File: src/rtl/pwm4_pkg.sv
// Package: register addresses and helpers shared by the PWM unit.
// Assumes a flat word address space of 16 locations.
package pwm4_pkg;
    localparam int ADDR_CTRL    = 0;
    localparam int ADDR_MAX     = 1;
    localparam int ADDR_BURST   = 2;
    localparam int ADDR_CH_BASE = 4;

    // Address of the start-value register of channel ch.
    function automatic int start_addr(input int ch);
        return ADDR_CH_BASE + 2 * ch;
    endfunction

    // Address of the stop-value register of channel ch.
    function automatic int stop_addr(input int ch);
        return ADDR_CH_BASE + 2 * ch + 1;
    endfunction
endpackage

File: src/rtl/pwm4_regs.sv
// Register file of the PWM unit: control, period maximum, burst length and
// per-channel window bounds. It also flags a control write that raises an
// enable bit. Assumes a single-cycle write strobe and a combinational read.
module pwm4_regs
    import pwm4_pkg::*;
#(
    parameter int NCH    = 4,
    parameter int CNT_W  = 10,
    parameter int CYC_W  = 10,
    parameter int SEL_W  = 3,
    parameter int DATA_W = 16,
    parameter int ADDR_W = 4
) (
    input  logic                        clk,
    input  logic                        rst_n,
    input  logic                        reg_we,
    input  logic [ADDR_W-1:0]           reg_addr,
    input  logic [DATA_W-1:0]           reg_wdata,
    output logic [DATA_W-1:0]           reg_rdata,
    output logic [NCH-1:0]              en,
    output logic [NCH-1:0]              pol,
    output logic                        oneshot,
    output logic [SEL_W-1:0]            div_sel,
    output logic [CNT_W-1:0]            max_q,
    output logic [CYC_W-1:0]            burst_q,
    output logic [NCH-1:0][CNT_W-1:0]   start_q,
    output logic [NCH-1:0][CNT_W-1:0]   stop_q,
    output logic                        restart
);
    localparam int EN_LSB   = 0;
    localparam int POL_LSB  = NCH;
    localparam int MODE_BIT = 2 * NCH;
    localparam int SEL_LSB  = 2 * NCH + 1;
    localparam int CTRL_W   = SEL_LSB + SEL_W;

    logic [CTRL_W-1:0] ctrl_q;
    logic              wr_ctrl;
    logic [NCH-1:0]    new_en;

    assign wr_ctrl = reg_we && (reg_addr == ADDR_W'(ADDR_CTRL));
    assign new_en  = reg_wdata[EN_LSB +: NCH];

    // Purpose: hold the control word and decode its fields.
    always_ff @(posedge clk) begin
        if (!rst_n)
            ctrl_q <= '0;
        else if (wr_ctrl)
            ctrl_q <= reg_wdata[CTRL_W-1:0];
    end

    assign en      = ctrl_q[EN_LSB +: NCH];
    assign pol     = ctrl_q[POL_LSB +: NCH];
    assign oneshot = ctrl_q[MODE_BIT];
    assign div_sel = ctrl_q[SEL_LSB +: SEL_W];

    // Purpose: a control write raising any enable bit restarts the counter.
    assign restart = wr_ctrl && (|(new_en & ~en));

    // Purpose: hold the period maximum and the burst length.
    always_ff @(posedge clk) begin
        if (!rst_n) begin
            max_q   <= '0;
            burst_q <= '0;
        end else if (reg_we) begin
            if (reg_addr == ADDR_W'(ADDR_MAX))
                max_q <= reg_wdata[CNT_W-1:0];
            if (reg_addr == ADDR_W'(ADDR_BURST))
                burst_q <= reg_wdata[CYC_W-1:0];
        end
    end

    // Purpose: one start/stop register pair per channel.
    for (genvar i = 0; i < NCH; i++) begin : g_win
        always_ff @(posedge clk) begin
            if (!rst_n) begin
                start_q[i] <= '0;
                stop_q[i]  <= '0;
            end else if (reg_we) begin
                if (reg_addr == ADDR_W'(start_addr(i)))
                    start_q[i] <= reg_wdata[CNT_W-1:0];
                if (reg_addr == ADDR_W'(stop_addr(i)))
                    stop_q[i] <= reg_wdata[CNT_W-1:0];
            end
        end
    end

    // Purpose: read multiplexer, unused bits return zero.
    always_comb begin
        reg_rdata = '0;
        if (reg_addr == ADDR_W'(ADDR_CTRL))
            reg_rdata = DATA_W'(ctrl_q);
        if (reg_addr == ADDR_W'(ADDR_MAX))
            reg_rdata = DATA_W'(max_q);
        if (reg_addr == ADDR_W'(ADDR_BURST))
            reg_rdata = DATA_W'(burst_q);
        for (int i = 0; i < NCH; i++) begin
            if (reg_addr == ADDR_W'(start_addr(i)))
                reg_rdata = DATA_W'(start_q[i]);
            if (reg_addr == ADDR_W'(stop_addr(i)))
                reg_rdata = DATA_W'(stop_q[i]);
        end
    end
endmodule

File: src/rtl/pwm4_prescale.sv
// Prescaler: a free-running divider that strobes a tick once every 2^sel
// system clocks. Assumes sel may change at any time; the phase then shifts.
module pwm4_prescale #(
    parameter int SEL_W = 3
) (
    input  logic             clk,
    input  logic             rst_n,
    input  logic [SEL_W-1:0] sel,
    output logic             tick
);
    localparam int DIV_W = (1 << SEL_W) - 1;

    logic [DIV_W-1:0] div_cnt;
    logic [DIV_W-1:0] mask;

    // Purpose: free-running divider count.
    always_ff @(posedge clk) begin
        if (!rst_n)
            div_cnt <= '0;
        else
            div_cnt <= div_cnt + DIV_W'(1);
    end

    // Purpose: tick when the low sel bits of the divider are all ones.
    assign mask = (DIV_W'(1) << sel) - DIV_W'(1);
    assign tick = ((div_cnt & mask) == mask);
endmodule

File: src/rtl/pwm4_timebase.sv
// Shared period counter with period tally and burst halt. Counts 0..max on
// ticks and wraps. In burst mode it halts after the programmed number of
// periods. A restart from the register file has priority over every event.
module pwm4_timebase #(
    parameter int NCH   = 4,
    parameter int CNT_W = 10,
    parameter int CYC_W = 10
) (
    input  logic             clk,
    input  logic             rst_n,
    input  logic             tick,
    input  logic [NCH-1:0]   en,
    input  logic             oneshot,
    input  logic             restart,
    input  logic [CNT_W-1:0] max_q,
    input  logic [CYC_W-1:0] burst_q,
    output logic [CNT_W-1:0] cnt,
    output logic             running,
    output logic             halted
);
    logic [CYC_W-1:0] per_cnt;
    logic [CYC_W:0]   per_next;
    logic             at_top;
    logic             burst_done;

    assign running    = (|en) && !(halted && oneshot);
    assign at_top     = (cnt >= max_q);
    assign per_next   = {1'b0, per_cnt} + (CYC_W+1)'(1);
    assign burst_done = (per_next >= {1'b0, burst_q});

    // Purpose: advance the counter, tally periods and set the halt flag.
    always_ff @(posedge clk) begin
        if (!rst_n) begin
            cnt     <= '0;
            per_cnt <= '0;
            halted  <= 1'b0;
        end else if (restart) begin
            cnt     <= '0;
            per_cnt <= '0;
            halted  <= 1'b0;
        end else begin
            if (!oneshot)
                halted <= 1'b0;
            if (!running) begin
                cnt     <= '0;
                per_cnt <= '0;
            end else if (tick) begin
                if (at_top) begin
                    cnt <= '0;
                    if (burst_done) begin
                        per_cnt <= '0;
                        if (oneshot)
                            halted <= 1'b1;
                    end else begin
                        per_cnt <= per_next[CYC_W-1:0];
                    end
                end else begin
                    cnt <= cnt + CNT_W'(1);
                end
            end
        end
    end
endmodule

File: src/rtl/pwm4_chan.sv
// One output channel: compares the shared count with its window and applies
// enable and polarity. Assumes the count and settings are register outputs.
module pwm4_chan #(
    parameter int CNT_W = 10
) (
    input  logic [CNT_W-1:0] cnt,
    input  logic [CNT_W-1:0] start_v,
    input  logic [CNT_W-1:0] stop_v,
    input  logic             en,
    input  logic             pol,
    input  logic             live,
    output logic             out
);
    logic in_win;
    logic active;

    // Purpose: window compare, gated by enable and the live state.
    assign in_win = (cnt >= start_v) && (cnt < stop_v);
    assign active = en && live && in_win;

    // Purpose: apply polarity; an inactive channel shows the inverse level.
    assign out = active ? pol : ~pol;
endmodule

File: src/rtl/pwm4_unit.sv
// Top of the four-channel PWM unit: register file, prescaler, shared time
// base and one generated channel per output. Assumes one clock domain and a
// synchronous active-low reset.
module pwm4_unit #(
    parameter int NCH    = 4,
    parameter int CNT_W  = 10,
    parameter int CYC_W  = 10,
    parameter int SEL_W  = 3,
    parameter int DATA_W = 16,
    parameter int ADDR_W = 4
) (
    input  logic              clk,
    input  logic              rst_n,
    input  logic              reg_we,
    input  logic [ADDR_W-1:0] reg_addr,
    input  logic [DATA_W-1:0] reg_wdata,
    output logic [DATA_W-1:0] reg_rdata,
    output logic [NCH-1:0]    pwm_out
);
    logic [NCH-1:0]            en;
    logic [NCH-1:0]            pol;
    logic                      oneshot;
    logic [SEL_W-1:0]          div_sel;
    logic [CNT_W-1:0]          max_q;
    logic [CYC_W-1:0]          burst_q;
    logic [NCH-1:0][CNT_W-1:0] start_q;
    logic [NCH-1:0][CNT_W-1:0] stop_q;
    logic                      restart;
    logic                      tick;
    logic [CNT_W-1:0]          cnt;
    logic                      running;
    logic                      halted;

    pwm4_regs #(
        .NCH(NCH), .CNT_W(CNT_W), .CYC_W(CYC_W),
        .SEL_W(SEL_W), .DATA_W(DATA_W), .ADDR_W(ADDR_W)
    ) u_regs (
        .clk(clk), .rst_n(rst_n), .reg_we(reg_we), .reg_addr(reg_addr),
        .reg_wdata(reg_wdata), .reg_rdata(reg_rdata), .en(en), .pol(pol),
        .oneshot(oneshot), .div_sel(div_sel), .max_q(max_q),
        .burst_q(burst_q), .start_q(start_q), .stop_q(stop_q),
        .restart(restart)
    );

    pwm4_prescale #(.SEL_W(SEL_W)) u_pre (
        .clk(clk), .rst_n(rst_n), .sel(div_sel), .tick(tick)
    );

    pwm4_timebase #(.NCH(NCH), .CNT_W(CNT_W), .CYC_W(CYC_W)) u_tb (
        .clk(clk), .rst_n(rst_n), .tick(tick), .en(en), .oneshot(oneshot),
        .restart(restart), .max_q(max_q), .burst_q(burst_q), .cnt(cnt),
        .running(running), .halted(halted)
    );

    for (genvar i = 0; i < NCH; i++) begin : g_ch
        pwm4_chan #(.CNT_W(CNT_W)) u_ch (
            .cnt(cnt), .start_v(start_q[i]), .stop_v(stop_q[i]),
            .en(en[i]), .pol(pol[i]), .live(running), .out(pwm_out[i])
        );
    end
endmodule

File: config.mk
export PLATFORM = sky130hd
export DESIGN_NAME = pwm4_unit
export DESIGN_NICKNAME = d
export VERILOG_FILES = /design/src/rtl/pwm4_pkg.sv /design/src/rtl/pwm4_regs.sv /design/src/rtl/pwm4_prescale.sv /design/src/rtl/pwm4_timebase.sv /design/src/rtl/pwm4_chan.sv /design/src/rtl/pwm4_unit.sv
export SDC_FILE = /design/constraint.sdc
export NUM_CORES = 1
export LEC_CHECK = 0
export BUFFER_PORTS_ARGS = -buffer_cell sky130_fd_sc_hd__buf_2
export CAP_MARGIN = 20
export CORE_ASPECT_RATIO = 1.1
export CORE_MARGIN = 2
export CORE_UTILIZATION = 64
export CTS_BUF_LIST = sky130_fd_sc_hd__clkbuf_8
export DETAILED_ROUTE_END_ITERATION = 8
export PLACE_DENSITY_LB_ADDON = 0.15
export SYNTH_ARGS = -nofsm -noshare
export SYNTH_HDL_FRONTEND = slang
export SYNTH_SLANG_ARGS = --single-unit
File: constraint.sdc
create_clock -name clk -period 3.6 [get_ports clk]
set_clock_uncertainty 0.05 [all_clocks]
set_input_delay 0.36 -clock clk [delete_from_list [all_inputs] [get_ports clk]]
set_output_delay 0.36 -clock clk [all_outputs]
set_load 0.005 [all_outputs]
==> results.cfg <==
[run_status]
status = finished clean

[power]
power_density_mw_per_mm2 = 341
p_leak_uw = 0.00378
clkPwrFrac = 0.445
internal-power_uw = 2570
total_power_uw = 3440
ir_drop_v = 0.000265
comb_power_share = 0.094
swShare = 0.251
power_frac_seq = 0.461
p_switching_uw = 864

[layout]
multi_input_area_mm2 = 0.00581
drive_gt1_frac = 0.0877
antenna-diode-count = 0
register_area_mm2 = 0.00280
fill_cells = 1174
nets = 1273
areaGrowthSynthToFinish_pct = 8.22

[worst_setup_path]
r2r_end = u_tb.per_cnt[9]
reg2reg_slack_ns = 0.46
cp.required_ns = 3.19
r2r_start = u_tb.per_cnt[2]
cp-endpoint = pwm_out[3]
cp-startpoint = u_tb.cnt[9]
start_kind = flip-flop
end_kind = output port
crit_fanout = 6
crit_arrival_ns = 3.05
critPathKind = flip-flop to output port
r2r_cells = 12

[timing]
slew-limit-headroom = 0.401
setup_ws_ns = 0.136
tightest_slew_ns = 0.897
fin_setup_tns_ns = 0
min_period_over_period = 0.962
min_period_ns = 3.46
fmax_mhz = 289
report.final.slew_viol_count = 0
setup_viol = 0
whs_ns = 0.121
rsz0062_at_grt = false
hold_viol = 0

[drt]
drt_iter0_drc = 924
wl_per_cell_um = 20.3
drc = 0
first_pass_iters = 6
totalWireLength_um = 27500
vias = 8461
viasPerCell = 6.24
ant_nets = 0

[logic_synthesis]
yosys_warnings = 0
synthesis.area_mm2 = 0.00932
synth_cells = 1140
yosysSeqAreaShare = 0.301
postSynthAreaPerCell_um2 = 8.18
synthDistinctLibCells = 63
synth-edff-count = 0
ys.flop_type = dfxtp_1
async_flop_share = 0
synth-seq-cells = 140

[clock_tree]
cts_tree = built
insertion_delay_ns = 0.46
cts_buffers = 17
cts.sinks = 140
clockBufferDepth = 2
path_clk_slew_ns = 0.08
cts_hold_buffers = 0
cts_resized = 0
cts_setup_buffers = 0
h-tree-depth = 4
clock_tree.root_cell = clkbuf_8

[global_routing]
antenna_found_initial = 0
grt_max_degree = 70
grt_pass1_vias = 7731
overflow = 0
grt_usage = 0.359
grt_pass1_wl_um = 42400

[place]
place_ws_ns = 0.539
port_buffers = 34
globalplace.congestion = 1.01
dp_hpwl_um = 18800

[floorplan]
dieWidth_um = 119
ios = 43
start_util = 0.650
die_area_mm2 = 0.0155
rows = 46
coreArea_mm2 = 0.0143
fp.dieH_um = 131

[job]
drv_cap = 0

[min_path]
holdCritPathClass = input pin to flip-flop
==> layer usage <==
layer  vias up  global-route usage  routed length (um)
met5         -                   0                   0
met4         0               0.216                1500
met3        98              0.0864                2740
met2       425               0.537               11700
met1      3943               0.473               11500
li1       3995                   -                   -
==> final cells by class <==
class	count	share of cell area
Clock buffer	21	0.0287
Timing Repair Buffer	57	0.0340
Multi-Input combinational cell	823	0.576
Sequential cell	140	0.278
Inverter	111	0.0413
Tap cell	192	0.0238
Clock inverter	11	0.0186
==> power groups by stage <==
stage                     clock network [uW]  logic [uW]  registers [uW]
final                                   1530         324            1580
after global routing                    1590         347            1590
after CTS                               1530         316            1580
after detailed placement                   0         314            1620
after global placement                     0         309            1620
after floorplan                            0         218            1610
==> layout by cell type, fill, tap and decap left out, types with 6 or more instances in the layout <==
cell	n
and3_1	11
o21ai_0	49
o22ai_1	6
a2111oi_0	9
nor3_1	8
xnor2_1	19
nand2b_1	13
o21a_1	12
o31ai_1	14
ha_1	100
nand4_1	12
inv_1	111
nor2_1	37
and2_1	15
a21oi_1	42
o211ai_1	10
nand2_1	129
nand3_1	54
nor2b_1	59
a211oi_1	9
buf_2	34
a21boi_0	63
clkbuf_8	21
dfxtp_1	140
mux2i_1	64
a31oi_1	6
o31a_1	7
buf_4	23
nor4_1	6
==> synth_stat cells, types with 10 or more instances <==
library cell,n,area [um2]
nand2_1,129,484
mux2i_1,64,641
o31ai_1,14,105
nand2b_1,13,81.3
o21ai_0,49,245
dfxtp_1,140,2800
a21oi_1,42,210
inv_1,111,417
nand4_1,12,75.1
o21a_1,12,90.1
and3_1,11,68.8
o211ai_1,10,75.1
ha_1,100,1250
nor2_1,37,139
and2_1,15,93.8
nor2b_1,59,369
clkbuf_1,48,180
xnor2_1,19,166
nand3_1,54,270
a21boi_0,63,473
==> cells by family after synthesis <==
group                    Yosys count  share of synthesized area
adder cells (fa/ha/maj)          100                      0.134
XOR/XNOR                          21                     0.0197
multiplexers                      66                     0.0736
AO/OA/AOI/OAI                    271                      0.201
other                              1                   0.000402
buffers and inverters            180                     0.0774
AND/OR/NAND/NOR                  361                      0.193
flip-flops                       140                      0.301
==> worst min-delay path by stage <==
stage / from / endpoint / slack, ns / cells past startpoint
after CTS: reg_wdata[11] / u_regs.ctrl_q[11] / 0.10 / 3
after detailed placement: u_regs.max_q[8] / u_regs.max_q[8] / 0.41 / 2
after global placement: u_regs.max_q[8] / u_regs.max_q[8] / 0.40 / 2
after floorplan: u_pre.div_cnt[0] / u_pre.div_cnt[0] / 0.38 / 1
after global routing: reg_wdata[11] / u_regs.ctrl_q[11] / 0.13 / 3
final: reg_wdata[11] / u_regs.ctrl_q[11] / 0.12 / 3
==> critical path: stages, from the launching register on <==
cell       delay [ns]
dfxtp_1          0.53
buf_4            0.26
ha_1             0.26
a2111oi_0        0.74
o21ai_0          0.23
a21oi_1          0.24
xnor2_1          0.17
buf_2            0.15
==> stage by stage <==
| stage | utilization | cells | cell area [um2] |
|---|---|---|---|
| 4_1_cts | 0.704 | 1355 | 10100 |
| 3_3_place_gp | 0.671 | 1323 | 9610 |
| 6_report | 0.704 | 1355 | 10100 |
| 3_5_place_dp | 0.671 | 1323 | 9610 |
| 5_1_grt | 0.704 | 1355 | 10100 |
| 2_1_floorplan | - | 1143 | 9330 |
==> sequential cells by signal (all words and copies together) (netlist names), 7 cells and up <==
name,flops
u_pre.div_cnt,7
u_regs.max_q,10
u_tb.per_cnt,10
u_regs.burst_q,10
u_tb.cnt,10
u_regs.stop_q,40
u_regs.start_q,40
u_regs.ctrl_q,12
No activity file was read; power rests on OpenSTA's default activity.
